`src/rtl/mesi_pkg.sv`:
```
package mesi_pkg;

    typedef enum logic [1:0] {
        ST_I = 2'b00,
        ST_S = 2'b01,
        ST_E = 2'b10,
        ST_M = 2'b11
    } mesi_t;

    typedef enum logic [1:0] {
        SNP_RD  = 2'b00,
        SNP_WR  = 2'b01,
        SNP_INV = 2'b10,
        SNP_NOP = 2'b11
    } snp_op_t;

endpackage

```
`src/rtl/mesi_cpu_step.sv`:
```
module mesi_cpu_step
    import mesi_pkg::*;
#(
    parameter int TAG_W = 4
) (
    input  logic             req,
    input  logic             we,
    input  logic [TAG_W-1:0] tag,
    input  logic             shared_in,
    input  logic [TAG_W-1:0] line_tag,
    input  mesi_t            line_st,
    output logic [TAG_W-1:0] nxt_tag,
    output mesi_t            nxt_st,
    output logic             bus_valid,
    output logic             bus_wr,
    output logic             evict
);
    logic hit;

    always_comb begin
        hit       = (line_tag == tag) && (line_st != ST_I);
        nxt_tag   = line_tag;
        nxt_st    = line_st;
        bus_valid = 1'b0;
        bus_wr    = 1'b0;
        evict     = 1'b0;
        if (req) begin
            evict = !hit && (line_st == ST_M);
            if (!we) begin
                if (!hit) begin
                    nxt_tag   = tag;
                    nxt_st    = shared_in ? ST_S : ST_E;
                    bus_valid = 1'b1;
                end
            end else begin
                nxt_tag = tag;
                nxt_st  = ST_M;
                if (!hit || line_st == ST_S) begin
                    bus_valid = 1'b1;
                    bus_wr    = 1'b1;
                end
            end
        end
    end

endmodule

```
`src/rtl/mesi_snoop_step.sv`:
```
module mesi_snoop_step
    import mesi_pkg::*;
#(
    parameter int TAG_W = 4
) (
    input  logic             valid,
    input  snp_op_t          op,
    input  logic [TAG_W-1:0] tag,
    input  logic [TAG_W-1:0] line_tag,
    input  mesi_t            line_st,
    output mesi_t            nxt_st,
    output logic             hit,
    output logic             flush
);
    always_comb begin
        hit    = valid && (op != SNP_NOP) && (line_tag == tag) && (line_st != ST_I);
        nxt_st = line_st;
        flush  = 1'b0;
        if (hit) begin
            case (op)
                SNP_RD: begin
                    nxt_st = ST_S;
                    flush  = (line_st == ST_M);
                end
                SNP_WR: begin
                    nxt_st = ST_I;
                    flush  = (line_st == ST_M);
                end
                SNP_INV: nxt_st = ST_I;
                default: nxt_st = line_st;
            endcase
        end
    end

endmodule

```
`src/rtl/mesi_snoop_ctrl.sv`:
```
module mesi_snoop_ctrl
    import mesi_pkg::*;
#(
    parameter int LINES = 4,
    parameter int TAG_W = 4,
    localparam int IDX_W  = (LINES > 1) ? $clog2(LINES) : 1,
    localparam int ADDR_W = TAG_W + IDX_W
) (
    input  logic              clk,
    input  logic              rst_n,
    input  logic              cpu_req,
    input  logic              cpu_we,
    input  logic [ADDR_W-1:0] cpu_addr,
    input  logic              snp_valid,
    input  logic [1:0]        snp_op,
    input  logic [ADDR_W-1:0] snp_addr,
    input  logic              shared_in,
    output logic [1:0]        cpu_state,
    output logic              cpu_stall,
    output logic              bus_valid,
    output logic              bus_wr,
    output logic [ADDR_W-1:0] bus_addr,
    output logic              shared_out,
    output logic              flush,
    output logic              evict_wb,
    output logic [ADDR_W-1:0] evict_addr
);
    typedef struct packed {
        logic [TAG_W-1:0] tag;
        mesi_t            st;
    } line_t;

    typedef struct packed {
        line_t [LINES-1:0] lines;
    } regs_t;

    regs_t state_d, state_q;

    logic [IDX_W-1:0] cpu_idx, snp_idx;
    logic [TAG_W-1:0] cpu_tag, snp_tag;
    line_t            cpu_line, snp_line;
    logic             cpu_go;

    logic [TAG_W-1:0] c_nxt_tag;
    mesi_t            c_nxt_st;
    logic             c_bus_valid, c_bus_wr, c_evict;
    mesi_t            s_nxt_st;
    logic             s_hit, s_flush;

    assign cpu_idx  = cpu_addr[IDX_W-1:0];
    assign cpu_tag  = cpu_addr[ADDR_W-1:IDX_W];
    assign snp_idx  = snp_addr[IDX_W-1:0];
    assign snp_tag  = snp_addr[ADDR_W-1:IDX_W];
    assign cpu_line = state_q.lines[cpu_idx];
    assign snp_line = state_q.lines[snp_idx];
    assign cpu_go   = cpu_req && !snp_valid;

    mesi_cpu_step #(.TAG_W(TAG_W)) u_cpu (
        .req       (cpu_go),
        .we        (cpu_we),
        .tag       (cpu_tag),
        .shared_in (shared_in),
        .line_tag  (cpu_line.tag),
        .line_st   (cpu_line.st),
        .nxt_tag   (c_nxt_tag),
        .nxt_st    (c_nxt_st),
        .bus_valid (c_bus_valid),
        .bus_wr    (c_bus_wr),
        .evict     (c_evict)
    );

    mesi_snoop_step #(.TAG_W(TAG_W)) u_snp (
        .valid    (snp_valid),
        .op       (snp_op_t'(snp_op)),
        .tag      (snp_tag),
        .line_tag (snp_line.tag),
        .line_st  (snp_line.st),
        .nxt_st   (s_nxt_st),
        .hit      (s_hit),
        .flush    (s_flush)
    );

    always_comb begin
        state_d = state_q;
        if (s_hit) begin
            state_d.lines[snp_idx].st = s_nxt_st;
        end
        if (cpu_go) begin
            state_d.lines[cpu_idx].tag = c_nxt_tag;
            state_d.lines[cpu_idx].st  = c_nxt_st;
        end
    end

    always_ff @(posedge clk or negedge rst_n) begin
        if (!rst_n) begin
            state_q <= '0;
        end else begin
            state_q <= state_d;
        end
    end

    assign cpu_state  = (cpu_line.tag == cpu_tag) ? cpu_line.st : ST_I;
    assign cpu_stall  = cpu_req && snp_valid;
    assign bus_valid  = c_bus_valid;
    assign bus_wr     = c_bus_wr;
    assign bus_addr   = cpu_addr;
    assign shared_out = s_hit;
    assign flush      = s_flush;
    assign evict_wb   = c_evict;
    assign evict_addr = {cpu_line.tag, cpu_idx};

    // Snoop owns the cycle: no processor side effects
    assert_snoop_wins_R10: assert property (@(posedge clk) disable iff (!rst_n)
        snp_valid |-> (!bus_valid && !evict_wb));

    assert_snoop_wins_state_R10: assert property (@(posedge clk) disable iff (!rst_n)
        (cpu_req && snp_valid && cpu_we && !shared_out) |=> $stable(state_q));

    // A flush only accompanies a valid snoop hit
    assert_flush_on_hit_R7: assert property (@(posedge clk) disable iff (!rst_n)
        flush |-> shared_out);

    // Read hits stay quiet on the bus
    assert_read_hit_quiet_R3: assert property (@(posedge clk) disable iff (!rst_n)
        (cpu_go && !cpu_we && cpu_state != ST_I) |-> !bus_valid);

    // Exclusive upgrade is silent and lands in Modified
    assert_silent_upgrade_R4: assert property (@(posedge clk) disable iff (!rst_n)
        (cpu_go && cpu_we && cpu_state == ST_E) |-> !bus_valid);

    assert_upgrade_lands_m_R4: assert property (@(posedge clk) disable iff (!rst_n)
        (cpu_go && cpu_we && cpu_state == ST_E) |=> state_q.lines[$past(cpu_idx)].st == ST_M);

    // Any accepted write leaves the line Modified under the written tag
    assert_write_to_m_R5: assert property (@(posedge clk) disable iff (!rst_n)
        (cpu_go && cpu_we) |=> (state_q.lines[$past(cpu_idx)].st == ST_M &&
                                state_q.lines[$past(cpu_idx)].tag == $past(cpu_tag)));

    // A missing snoop with no processor activity leaves all lines as they were
    assert_snoop_miss_stable_R9: assert property (@(posedge clk) disable iff (!rst_n)
        (snp_valid && !shared_out) |=> $stable(state_q));

endmodule

```
`config.mk`:
```
export PLATFORM = sky130hd
export DESIGN_NAME = mesi_snoop_ctrl
export DESIGN_NICKNAME = d
export VERILOG_FILES = /design/src/rtl/mesi_pkg.sv /design/src/rtl/mesi_cpu_step.sv /design/src/rtl/mesi_snoop_step.sv /design/src/rtl/mesi_snoop_ctrl.sv
export SDC_FILE = /design/constraint.sdc
export NUM_CORES = 1
export LEC_CHECK = 0
export ABC_AREA = 1
export BUFFER_PORTS_ARGS = -buffer_cell sky130_fd_sc_hd__buf_2
export CORE_MARGIN = 3
export CORE_UTILIZATION = 50
export CTS_BUF_LIST = sky130_fd_sc_hd__clkbuf_16
export CTS_CLUSTER_DIAMETER = 40
export DETAILED_ROUTE_END_ITERATION = 10
export MAX_ROUTING_LAYER = met4
export PLACE_DENSITY_LB_ADDON = 0.1
export REMOVE_ABC_BUFFERS = 1
export SLEW_MARGIN = 0
export SYNTH_ARGS = -nofsm -noshare
export SYNTH_HDL_FRONTEND = slang
export SYNTH_SLANG_ARGS = --single-unit
```
`constraint.sdc`:
```
create_clock -name clk -period 4 [get_ports clk]
set_input_delay 0.2 -clock clk [delete_from_list [all_inputs] [get_ports clk]]
set_output_delay 0.2 -clock clk [all_outputs]
set_load 0.005 [all_outputs]
```
Yosys cells after proc, flatten, opt, wreduce, memory -nomap -nowiden

Cells that the tools add are included.

Flip-flop bits (word level): 24
Bits of input ports: 20

Mux-type cells: 34
Magnitude comparators: 4
Equality and inequality tests: 8
Reduce and logical (&&, ||, !) cells: 17

Operators with widths:

| kind                 | number |
|---|---|
| $bwmux W24           | 3 |
| $mux W24             | 2 |
| $demux W6 S2         | 3 |
| $bmux W6 S2          | 2 |
| $mux W6              | 3 |
| $mux W2              | 8 |
| $mux W4              | 3 |
| $logic_and A1 B1 Y1  | 9 |
| $mux W1              | 9 |
| $eq A4 B4 Y1         | 2 |
| $eq A2 B2 Y1 const B | 3 |
| $lt A2 B3 Y1 const B | 2 |
| $eq A2 B1 Y1 const B | 2 |
| $ge A2 B1 Y1 const B | 2 |
| $pmux W2 S2          | 1 |
| $reduce_bool A2 Y1   | 2 |
| $reduce_or A2 Y1     | 2 |
| $logic_not A1 Y1     | 2 |
| $logic_not A2 Y1     | 1 |
| $ne A2 B2 Y1 const B | 1 |
| $logic_or A1 B1 Y1   | 1 |

Logic depth before layout (Yosys ltp)

Depth in word-level cells: 11
Mapped depth: 15
Gate-level depth less buffers: 14

Modules after synthesis

From an unflattened synthesis, not the netlist that was laid out.

Cells, all modules: 315
Area total of the unflattened synthesis: 1,965.6 um^2

Modules (own cells, without submodules):

| module          | cells each | area an instance (um^2) | seq. area each (um^2) | times used |
|---|---|---|---|---|
| mesi_snoop_ctrl | 228        | 1,569.0                 | 600.6                 | 1 |
| mesi_cpu_step   | 54         | 240.2                   | 0.0                   | 1 |
| mesi_snoop_step | 33         | 156.4                   | 0.0                   | 1 |

Worst setup path before layout

OpenSTA, ideal clock, no wires.

Path kind: in2out
Start point: input snp_addr[0]
End point: output flush
Arrival time: 1.298 ns
Path slack: 2.502 ns
Cell stages on the path: 11
Path buffers: 2
Data required time: 3.800 ns
Cells stage by stage: buf_4 > buf_6 > nand2_1 > nand2_1 > nand2_1 > nand2_1 > a21oi_1 > nand3_1 > nor2_2 > inv_1 > nor4_2

Cells in the longest elaborated chain, start to end: 6

RTL lines:

| item                            | line                  | text |
|---|---|---|
| start: declaration              | mesi_snoop_ctrl.sv:16 | `input logic [ADDR_W-1:0] snp_addr,` |
| $bmux W6 S2 *                   | mesi_snoop_ctrl.sv:55 | `assign snp_line = state_q.lines[snp_idx];` |
| $mux W6 (implied by the code) * | mesi_snoop_ctrl.sv:55 |  |
| $eq A4 B4 Y1                    | mesi_snoop_step.sv:16 | `hit = valid && (op != SNP_NOP) && (line_tag == tag) && (line_st != ST_I);` |
| $logic_and A1 B1 Y1             | mesi_snoop_step.sv:16 |  |
| $logic_and A1 B1 Y1 *           | mesi_snoop_step.sv:16 |  |
| named net shared_out            | mesi_snoop_ctrl.sv:23 | `output logic shared_out,` |
| $mux W1 *                       | mesi_snoop_step.sv:19 | `if (hit) begin` |
| end: declaration                | mesi_snoop_ctrl.sv:24 | `output logic flush,` |

The timed path passes the listed nets; every way through them passes the cells marked *. The select of a mux whose other input is x is not followed.

Worst setup path after layout

Start point: register state_q[17] (netlist name)
End point: output flush

Cells in the longest elaborated chain, start to end: 6

RTL lines:

| item                             | line                  | text |
|---|---|---|
| start: declaration               | mesi_snoop_ctrl.sv:37 | `regs_t state_d, state_q;` |
| start signal: assignment         | mesi_snoop_ctrl.sv:98 | `state_q <= state_d;` |
| $bmux W6 S2                      | mesi_snoop_ctrl.sv:55 |  |
| $mux W6 (implied by the code)    | mesi_snoop_ctrl.sv:55 |  |
| $eq A4 B4 Y1                     | mesi_snoop_step.sv:16 |  |
| $logic_and A1 B1 Y1 (2 in a row) | mesi_snoop_step.sv:16 |  |
| $mux W1                          | mesi_snoop_step.sv:19 |  |

No other way between the ends. The select of a mux whose other input is x is not followed.

==> results.py <==
metrics = {
    "status": {
        "status": "completed",
    },
    "clocking": {
        "cts-resized-gates": 0,
        "cts_hold_buf": 1,
        "clkTransAtPathRegs_ns": 0.07,
        "numClockSinks": 24,
        "cts_buffers": 3,
        "cts_max_path_buffers": 2,
        "post_cts.repair.setup_buffers": 0,
        "clock_latency_ns": 0.26,
        "cts_root_buf": "clkbuf_16",
        "htreeDepth": 1,
        "cts_tree": "yes",
    },
    "floorplan": {
        "die_y_um": 69.0,
        "start_util": 0.530,
        "die_w_um": 69.0,
        "row_count": 22,
        "io_pins": 40,
        "core_um2": 3740,
        "die-area_um2": 4760,
    },
    "global_routing": {
        "antenna_found_initial": 0,
        "grt_util_all_layers": 0.228,
        "grt_pass1_wl_um": 8590,
        "gr-total-overflow": 0,
        "grt_pass1_vias": 1775,
        "grt_max_degree": 25,
    },
    "cells_and_area": {
        "reg.largest.list": "state_q: 24 flops",
        "final_common_cell": "nand2_1",
        "nets": 366,
        "top_register": "state_q",
        "syn_to_final_growth_pct": 13.2,
        "drive_gt1_frac": 0.243,
        "layout.cells.non_filler": 393,
        "largest_register_ff_count": 24,
        "final_core_util": 0.601,
        "mostFrequentLayoutCells": "nand2_1, buf_2, inv_1, nand3_1, nor2_1",
        "num_antenna_cells": 0,
        "stdcell_area_um2": 2250,
    },
    "critical_path": {
        "crit_type": "reg -> out",
        "startpoint_type": "register",
        "crit_fanout": 6,
        "end_kind": "output port",
        "required_ns": 3.80,
        "cp.arrival_ns": 1.75,
    },
    "yosys": {
        "avgSynthCellArea_um2": 6.30,
        "netlist.area_leader.share": 0.302,
        "synthCells": 315,
        "post_synth_num_cell_types": 24,
        "synthTopCellsByArea": "dfrtp_1, nand2_1, nand3_1",
        "synth_top_family_by_area": "simple AND/OR/NAND/NOR gates",
        "seq_area_frac_synth": 0.302,
        "ys_seq_elements": 24,
        "syn_area_um2": 1990,
        "synthAdderAreaFrac": 0,
        "synth-compound-area-share": 0.0851,
        "yosys.area.top_type": "dfrtp_1",
        "synth-xor-area-share": 0,
        "yosys.area_share.simple": 0.480,
        "yosys_warnings": 0,
        "synth_mux_area_frac": 0,
    },
    "pwr": {
        "ir_drop_uv": 308,
        "p_int_mw": 0.619,
        "p_switching_mw": 0.345,
        "seqPwrFrac": 0.373,
        "finalPower_mw": 0.964,
        "power.clock.fraction": 0.303,
        "power_leakage_nw": 1.27,
        "power_frac_comb": 0.324,
        "switching_share": 0.358,
        "powerDensity_nw_per_um2": 429,
    },
    "timing": {
        "holdWs_ns": 0.299,
        "slew_viol_final": 0,
        "hold_violations": 0,
        "final.min_clock_period_ns": 1.95,
        "finalSetupTns_ns": 0,
        "relSlewSlack": 0.530,
        "skew_ns": 0.00349,
        "period_share": 0.488,
        "worstMarginPinSlew_ns": 0.703,
        "fmax_mhz": 512,
        "setup_slack_ns": 2.05,
        "grt_setup_unrepaired": "no",
        "setup_viol": 0,
    },
    "run": {
        "cap_viol_max_count": 0,
    },
    "placement": {
        "port_buffers": 39,
        "postPlaceCellArea_um2": 2130,
        "place_congestion": 0.874,
        "dp.cells": 388,
        "dpl_worst_slack_ns": 2.13,
        "dp_hpwl_um": 3920,
    },
    "routing": {
        "vias_per_cell": 5.13,
        "dr.pass1.iters": 6,
        "drt_iter0_drc": 148,
        "ant_nets": 0,
        "drt_wl_total_um": 5180,
        "drc": 0,
        "num_vias": 2017,
        "wire_per_inst_um": 13.2,
    },
    "min_path": {
        "min_path_type": "in -> reg",
    },
}
routing by layer:
layer	wire, um	vias to the layer above	GRT usage	part of all wire
met4	48	0	0.0456	0.0093
met5	0	-	-	0
li1	-	1040	-	-
met1	2460	890	0.311	0.47
met3	297	8	0.0423	0.057
met2	2370	79	0.356	0.46
cells by family after synthesis:
family / Yosys count
AO/OA/AOI/OAI: 30
buffers and inverters: 54
flip-flops: 24
AND/OR/NAND/NOR: 207
power groups by stage:
stage | sequential [mW] | combinational (mW) | clock, mW
final | 0.360 | 0.313 | 0.292
after floorplan | 0.341 | 0.228 | 0
after global placement | 0.364 | 0.306 | 0
after CTS | 0.358 | 0.313 | 0.298
after detailed placement | 0.362 | 0.310 | 0
after global routing | 0.367 | 0.360 | 0.305
Yosys cell counts:
cell	number
nand3_2	4
buf_2	2
nor2_2	6
o21ai_1	1
a21oi_1	19
o21ai_0	5
nand3_1	33
nand2_1	105
nand4_1	5
a21oi_2	1
dfrtp_1	24
nor2_4	2
nand2_2	18
nor2_1	32
clkbuf_1	1
o21ai_2	3
nand3_4	1
buf_6	3
inv_1	35
clkinv_2	1
nor4_2	1
a22o_1	1
inv_2	3
buf_4	9
critical path: stages, from the launching register on:
cell and delay (ns):
dfrtp_1 0.43, nand2_1 0.09, nand2_1 0.05, nand2_1 0.07, nand2_1 0.07, a21oi_1 0.13
nand3_1 0.10, nor2_2 0.21, inv_1 0.08, nor4_2 0.12, buf_2 0.14
final cells by class:
class / instances / area, um2
inverters: 39 / 148
fillers: 394 / 1500
well taps: 48 / 60.1
clock buffers: 3 / 75.1
repair buffers: 41 / 213
clock inverters: 1 / 30.0
flip-flops and latches: 24 / 601
multi-input cells: 237 / 1120
path summary, 6_finish.rpt:
path / startpoint / end / slack, ns / cells past startpoint
worst min-delay path: shared_in / state_q[6]$_DFF_PN0_ / 0.30 / 5
max in group asynchronous: rst_n / state_q[5]$_DFFE_PN0P_ / 3.14 / 2
min in group asynchronous: rst_n / state_q[13]$_DFF_PN0_ / 0.47 / 2
worst max-delay path: state_q[17]$_DFFE_PN0P_ / flush / 2.05 / 10
worst max register to register: state_q[10]$_DFFE_PN0P_ / state_q[18]$_DFF_PN0_ / 2.36 / 12
worst min register to register: state_q[2]$_DFFE_PN0P_ / state_q[2]$_DFFE_PN0P_ / 0.55 / 2
Note: power is estimated with default switching activity, not from simulation.
